**config.mk**
```make
export PLATFORM = sky130hd
export DESIGN_NAME = rst_pair_fsm
export DESIGN_NICKNAME = d
export VERILOG_FILES = /design/src/rtl/rst_pair_pkg.sv /design/src/rtl/rst_pair_fsm.sv
export SDC_FILE = /design/constraint.sdc
export NUM_CORES = 1
export LEC_CHECK = 0
export BUFFER_PORTS_ARGS = -buffer_cell sky130_fd_sc_hd__buf_2
export CAP_MARGIN = 15
export CELL_PAD_IN_SITES_DETAIL_PLACEMENT = 2
export CELL_PAD_IN_SITES_GLOBAL_PLACEMENT = 2
export CORE_AREA = 3 3 40 42
export DETAILED_ROUTE_END_ITERATION = 10
export DIE_AREA = 0 0 43 45
export GPL_ROUTABILITY_DRIVEN = 0
export MAX_ROUTING_LAYER = met4
export PLACE_DENSITY_LB_ADDON = 0.1
export REMOVE_ABC_BUFFERS = 1
export SYNTH_ARGS = -nofsm -noshare
export SYNTH_HDL_FRONTEND = slang
export SYNTH_SLANG_ARGS = --single-unit
```
**constraint.sdc**
```tcl
create_clock -name clk_i -period 1 [get_ports clk_i]
set_input_delay 0.1 -clock clk_i [delete_from_list [all_inputs] [get_ports clk_i]]
set_output_delay 0.1 -clock clk_i [all_outputs]
set_load 0.01 [all_outputs]
```
**src/rtl/rst_pair_pkg.sv**
```systemverilog
package rst_pair_pkg;

    typedef enum logic [2:0] {
        ST_IDLE         = 3'd0,
        ST_WAIT_PARENT  = 3'd1,
        ST_WAIT_LEAF    = 3'd2,
        ST_WAIT_RELEASE = 3'd3,
        ST_ERROR        = 3'd4
    } chk_state_e;

endpackage

```
**src/rtl/rst_pair_fsm.sv**
```systemverilog
module rst_pair_fsm
    import rst_pair_pkg::*;
#(
    parameter int unsigned MaxSyncDelay = 2
) (
    input  logic clk_i,
    input  logic rst_ni,
    input  logic parent_seen_i,
    input  logic leaf_seen_i,
    input  logic sw_req_i,
    output logic ack_o,
    output logic err_o
);

    localparam int unsigned TimerW   = (MaxSyncDelay < 2) ? 1 : $clog2(MaxSyncDelay);
    localparam logic [TimerW-1:0] TimerLast = TimerW'(MaxSyncDelay - 1);

    chk_state_e        state_q, state_d;
    logic [TimerW-1:0] timer_q, timer_d;
    logic              waiting;
    logic              expired;

    assign waiting = (state_q == ST_WAIT_PARENT) || (state_q == ST_WAIT_LEAF);
    assign expired = (timer_q == TimerLast);

    always_comb begin
        state_d = state_q;
        unique case (state_q)
            ST_IDLE: begin
                if (leaf_seen_i && (parent_seen_i || sw_req_i)) state_d = ST_WAIT_RELEASE;
                else if (leaf_seen_i)                           state_d = ST_WAIT_PARENT;
                else if (parent_seen_i)                         state_d = ST_WAIT_LEAF;
            end
            ST_WAIT_PARENT: begin
                if (parent_seen_i || sw_req_i) state_d = ST_WAIT_RELEASE;
                else if (expired)              state_d = ST_ERROR;
            end
            ST_WAIT_LEAF: begin
                if (leaf_seen_i)  state_d = ST_WAIT_RELEASE;
                else if (expired) state_d = ST_ERROR;
            end
            ST_WAIT_RELEASE: begin
                if (!leaf_seen_i && !parent_seen_i) state_d = ST_IDLE;
            end
            ST_ERROR: state_d = ST_ERROR;
            default:  state_d = ST_ERROR;
        endcase
    end

    assign timer_d = (waiting && (state_d == state_q)) ? timer_q + 1'b1 : '0;

    always_ff @(posedge clk_i or negedge rst_ni) begin
        if (!rst_ni) begin
            state_q <= ST_IDLE;
            timer_q <= '0;
        end else begin
            state_q <= state_d;
            timer_q <= timer_d;
        end
    end

    always_comb begin
        ack_o = 1'b0;
        err_o = 1'b0;
        unique case (state_q)
            ST_WAIT_RELEASE: ack_o = 1'b1;
            ST_ERROR:        err_o = 1'b1;
            default: ;
        endcase
    end

    // once raised, the error never drops without the checker reset
    a_r8_err_sticky: assert property (@(posedge clk_i) disable iff (!rst_ni)
        err_o |=> err_o);

    // the window counter never runs past its limit while waiting
    a_r6_window_bound: assert property (@(posedge clk_i) disable iff (!rst_ni)
        waiting |-> (timer_q <= TimerLast));

    // coincident indications from idle go straight to the release wait
    a_r2_pair_pass: assert property (@(posedge clk_i) disable iff (!rst_ni)
        (state_q == ST_IDLE && leaf_seen_i && parent_seen_i) |=> ack_o);

    // waiting for release never produces an error
    a_r9_release_safe: assert property (@(posedge clk_i) disable iff (!rst_ni)
        ack_o |=> !err_o);

endmodule

```
==> results of run 1 <==
-- stage by stage --
step / setup WS (ns) / utilization / instances / cell area (um^2)
after global routing: -0.278 / 0.322 / 58 / 414
after global placement: -0.138 / 0.231 / 49 / 297
after CTS: -0.225 / 0.322 / 58 / 414
after floorplan: -0.0566 / - / 24 / 218
after detailed placement: -0.141 / 0.231 / 49 / 297
final: -0.194 / 0.322 / 58 / 414
-- where the power goes --
group,leakage [nW],total [W],switching [W],internal [W]
registers,0.0491,0.000319,0.0000804,0.000238
logic,0.124,0.000686,0.000280,0.000406
clock network,0.0138,0.000202,0.0000676,0.000134
total,0.187,0.00121,0.000428,0.000779
-- what timing repair did --
action / in CTS / in global routing
hold buffers: 1 / 0
cloned: 0 / 0
buffers inserted: 5 / 0
pin swaps: 5 / 0
endpoints found under the hold margin: 4 / 0
resized for setup: 10 / 0
endpoints found under the setup margin: 6 / 6
-- worst max-delay path: stages (launching register included) --
cell and delay, ns:
dfrtp_1 0.38, or2b_1 0.26, nor2_1 0.09, buf_2 0.13
-- flip-flops by register name (all words and copies together) (netlist names) --
name and cells:
expired 1, state_q 3
-- per-layer routing --
layer / track usage / vias up
li1: - / 124
met1: 0.117 / 127
met2: 0.171 / 9
met3: 0.0478 / 0
met4: 0.0542 / 0
met5: - / -
-- cell families after synthesis --
group                  share of synthesized area
AOI/OAI and AO/OA                          0.184
DFF                                        0.460
and+or+nand+nor                            0.339
buffers and inverters                     0.0172
-- final cells by class --
type	count	area, um^2	share of cell area
Clock buffer	3	22.5	0.0544
Timing Repair Buffer	16	111	0.269
Multi-Input combinational cell	19	156	0.378
Tap cell	15	18.8	0.0453
Sequential cell	4	101	0.245
Inverter	1	3.75	0.00906
-- how the worst max path moves through the flow --
| stage | startpoint | endpoint | slack [ns] | cells past startpoint |
|---|---|---|---|---|
| floorplan | state_q[0]$_DFF_PN0_ | state_q[2]$_DFF_PN0_ | -0.06 | 3 |
| global placement | state_q[0]$_DFF_PN0_ | state_q[2]$_DFF_PN0_ | -0.14 | 3 |
| detailed placement | state_q[0]$_DFF_PN0_ | state_q[2]$_DFF_PN0_ | -0.14 | 3 |
| CTS | state_q[1]$_DFF_PN0_ | ack_o | -0.22 | 3 |
| global route | state_q[2]$_DFF_PN0_ | ack_o | -0.28 | 3 |
| finish | state_q[1]$_DFF_PN0_ | ack_o | -0.19 | 3 |
-- cell usage after synthesis, drive strengths merged --
master,instances
dfrtp,4
nor2,4
a21oi,3
a31o,2
nand2b,2
nor4,2
or2b,2
inv,1
nor2b,1
nor3,1
nor3b,1
o21bai,1
==> impl_metrics.yaml, run 1 <==
status:
  failed_checks: "negative setup slack"
  status: "complete, but fails checks"
logic_synthesis:
  ys_seq_area_frac: 0.460
  netlist_area_um2: 218
  synth_warnings: 0
  avgSynthCellArea_um2: 9.07
  ys_ff_latch: 4
  synth.distinct_cells: 12
  postSynthCellCount: 24
  synth_top_area_cell: "dfrtp_1"
  synth.area.top_cells: "dfrtp_1, a31o_1, a21oi_1"
  synth_top_area_share: 0.460
cts:
  path_clk_slew_ns: 0.04
  cts_tree: "built"
  clock_path_buffers: 2
  htree_levels: 1
  cts_buffers: 3
  root_buffer: "clkbuf_4"
  clkSinkCount: 4
  clock_latency_ns: 0.24
cells_and_area:
  area_growth_syn_to_layout_pct: 90.2
  layout_commonest_cell: "buf_4"
  fin_nets: 50
  drive_gt1_frac: 0.558
  final_cell_mix: "buf_4, buf_2, nor2_1, clkbuf_4, dfrtp_1"
  antennaDiodeCount: 0
  fillCellCount: 160
worst_setup_path:
  cp.arrival_ns: 1.09
  cp-end-kind: "output port"
  rr_worst_depth: 4
  reg2reg_from: "state_q[2]$_DFF_PN0_"
  crit_path_start_kind: "flop"
  worstSetupPathType: "flop to output port"
  reg2reg_to: "state_q[2]$_DFF_PN0_"
  cp.required_ns: 0.90
  critPathMaxFanout: 3
  rrSetupSlack_ns: -0.16
sta:
  fin_crit_sh: 1.19
  slew_violations: 0
  clock.fmax_mhz: 837
  fin_crit_ns: 1.19
  setup_viol: 6
  hold_viol_final: 0
  worst_pin_slew_ns: 0.262
  worst_slack_ns: -0.194
  relSlewSlack: 0.824
  setup_tns_ns: -0.839
  rsz0062_at_grt: "yes"
  hold_slack_ns: 0.195
  finClkSkew_ns: 0.00412
routing:
  topRoutingLayerUsed: "met3"
  wl_um: 740
  drtAntennaViolNets: 0
  viasPerCell: 4.48
  drt-wirelength-per-cell_um: 12.8
  firstDrtPassIters: 3
  wl_met3_um: 40
  drc: 0
  met1_length_um: 287
  first_iter_violations: 4
  routed-wl-met2_um: 412
  vias: 260
placed_design:
  dp_hpwl_um: 523
  io_buffers: 6
pwr:
  p_leak_nw: 0.187
  total_power_w: 0.00121
  peakVddDrop_mv: 0.791
  power_density_nw_per_um2: 2910
floorplan:
  die_x_um: 43
  rows: 13
  dieArea_um2: 1940
  initial_core_util: 0.169
  ios: 7
  die_h_um: 45
  coreArea_um2: 1280
global_route:
  grt_pass1_wl_um: 1390
  grtUsageTotal: 0.109
  grt_max_degree: 6
  grt.overflow.total: 0
  grt_pass1_vias: 310
  antenna_found_initial: 0
job:
  cap_violations: 0
hold_path:
  hp-class: "primary input to asynchronous set/reset pin"
Note: power is estimated with default switching activity, not from simulation.
==> run 2, diff against run 1 <==
Settings changed: ABC_AREA from default to 1.
==> run 2 against run 1 <==
- the flow still finishes with violations (negative setup slack)
- sequential power shrank 49%
- highest routed layer is now met4
- non-clock buffer count shrank 2
- global-route usage grew 3.0 points
- register-to-register slack gained 0.03 ns
- synthesized cell count grew 71%
- core utilization grew 6.4 points
- die area is the same
- maximum frequency grew 3.3%
==> impl_metrics.yaml, run 2 <==
cells_and_area:
  top_register: "state_q"
  area_growth_syn_to_layout_pct: 85.5
  final_cell_mix: "nor2_2, buf_2, buf_4, nand2_1"
  antennaDiodeCount: 0
  fillCellCount: 152
  largest_reg_flops: 3
  regArea_um2: 103
  instances_no_fill: 73
  drive_gt1_frac: 0.672
  fin_nets: 65
  final_util: 0.387
  multi_input_area_um2: 221
worst_setup_path:
  cp-end-kind: "output port"
  reg2reg_from: "state_q[0]$_DFF_PN0_"
  cp.arrival_ns: 1.06
  crit_path_start_kind: "flop"
  rrSetupSlack_ns: -0.13
  critPathMaxFanout: 5
  crit_path_end: "err_o"
  reg2reg_to: "expired$_DFF_PN0_"
  worstSetupPathType: "flop to output port"
  startpoint: "state_q[0]$_DFF_PN0_"
  rr_worst_depth: 6
  cp.required_ns: 0.90
hold_path:
  hp-class: "primary input to asynchronous set/reset pin"
floorplan:
  die_x_um: 43
  initial_core_util: 0.208
  dieArea_um2: 1940
  coreArea_um2: 1280
  rows: 13
  ios: 7
  die_h_um: 45
sta:
  worst_pin_slew_ns: 0.295
  relSlewSlack: 0.803
  finClkSkew_ns: 0.00829
  fin_crit_sh: 1.16
  setup_tns_ns: -0.559
  hold_slack_ns: 0.194
  fin_crit_ns: 1.16
  rsz0062_at_grt: "yes"
  hold_viol_final: 0
  slew_violations: 0
  worst_slack_ns: -0.156
  setup_viol: 5
  clock.fmax_mhz: 865
routing:
  vias: 341
  drt-wirelength-per-cell_um: 15.9
  first_iter_violations: 0
  wl_um: 1160
  drtAntennaViolNets: 0
  drc: 0
  viasPerCell: 4.67
  firstDrtPassIters: 1
global_route:
  antenna_found_initial: 0
  grt.overflow.total: 0
  grt_pass1_wl_um: 1800
  grt_pass1_vias: 389
  grtUsageTotal: 0.139
  grt_max_degree: 6
logic_synthesis:
  netlist_area_um2: 268
  postSynthCellCount: 41
  avgSynthCellArea_um2: 6.53
  synthArstFlopShare: 1.00
  ys_seq_area_frac: 0.374
  synth.area.top_cells: "dfrtp_1, nand3_1, nand2_1"
  synth-edff-count: 0
  synth_top_area_cell: "dfrtp_1"
  synth_warnings: 0
  synth.distinct_cells: 13
  netlist_top_cells_count: "nand2_1, nor2_1, nand3_1"
  synth_top_area_share: 0.374
  synth_ff_type: "dfrtp_1"
  ys_ff_latch: 4
cts:
  cts_tree: "built"
  clock_path_buffers: 2
  clock_latency_ns: 0.24
  cts_buffers: 3
  htree_levels: 1
  root_buffer: "clkbuf_4"
  clkSinkCount: 4
  path_clk_slew_ns: 0.04
pwr:
  p_switching_w: 0.0000899
  p_comb_frac: 0.072
  share_seq_of_total_power: 0.408
  peakVddDrop_mv: 0.604
  p_sw_frac: 0.225
  clkPwrFrac: 0.520
  p_leak_nw: 0.215
  p_int_w: 0.000309
  power_density_nw_per_um2: 803
status:
  status: "complete, but fails checks"
  failed_checks: "negative setup slack"
placed_design:
  dp_hpwl_um: 785
  io_buffers: 6
  dp_cells: 66
job:
  cap_violations: 0
-- run 2: changes by cell type after synthesis, moves of 3 or more --
cell,previous run,this run
nor2_2,0,3
nand2_1,0,7
inv_2,0,3
nor2_1,4,7
nand3_1,0,6
-- run 2: worst min path at each step --
| stage | from | endpoint | depth (start not counted) |
|---|---|---|---|
| 3_5_place_dp | rst_ni | state_q[1]$_DFF_PN0_ | 1 |
| 6_report | rst_ni | state_q[0]$_DFF_PN0_ | 2 |
| 4_1_cts | rst_ni | state_q[0]$_DFF_PN0_ | 2 |
| 5_1_grt | rst_ni | state_q[2]$_DFF_PN0_ | 2 |
| 2_1_floorplan | rst_ni | expired$_DFF_PN0_ | 0 |
| 3_3_place_gp | rst_ni | state_q[1]$_DFF_PN0_ | 1 |
-- run 2: stage by stage --
stage | worst slack [ns] | power [W] | cell area, um^2
floorplan | 0.0495 | 0.000173 | 268
global placement | -0.0713 | 0.000187 | 347
detailed placement | -0.104 | 0.000189 | 347
CTS | -0.132 | 0.000403 | 457
global route | -0.191 | 0.000430 | 497
finish | -0.156 | 0.000399 | 497
-- run 2: cell families after synthesis --
family,count (synthesis),synth area share
AO/OA/AOI/OAI,6,0.121
buffers and inverters,6,0.0841
flip-flops,4,0.374
AND/OR/NAND/NOR,25,0.421
-- run 2: routing by layer --
layer	share of wire	GRT usage	wire [um]
met1	0.39	0.129	448
met2	0.57	0.269	661
met3	0.035	0.0359	40
met4	0.0078	0.0542	9
met5	0	-	0
-- run 2: power groups by stage --
stage	logic (W)	clock network, W	registers, W
after global routing	0.0000330	0.000235	0.000162
after CTS	0.0000280	0.000213	0.000163
after global placement	0.0000225	0	0.000165
final	0.0000287	0.000207	0.000163
after detailed placement	0.0000243	0	0.000165
after floorplan	0.00000860	0	0.000165
-- run 2: cell type report --
type,count,area share
multi-input combinational,31,0.446
timing repair buffer,14,0.214
sequential,4,0.207
inverter,6,0.0504
clock buffer,3,0.0453
tap,15,0.0378
-- run 2: timing repair --
item | in CTS | in global routing
resized for setup | 14 | 11
hold buffers | 1 | 0
pin swaps | 9 | 8
setup endpoints to repair | 6 | 6
setup buffers | 3 | 0
endpoints found under the hold margin | 4 | 0
-- run 2: critical path, cell delays in order, from the launching register on --
cell and delay (ns):
dfrtp_2 0.46, nor3_2 0.19, buf_2 0.16
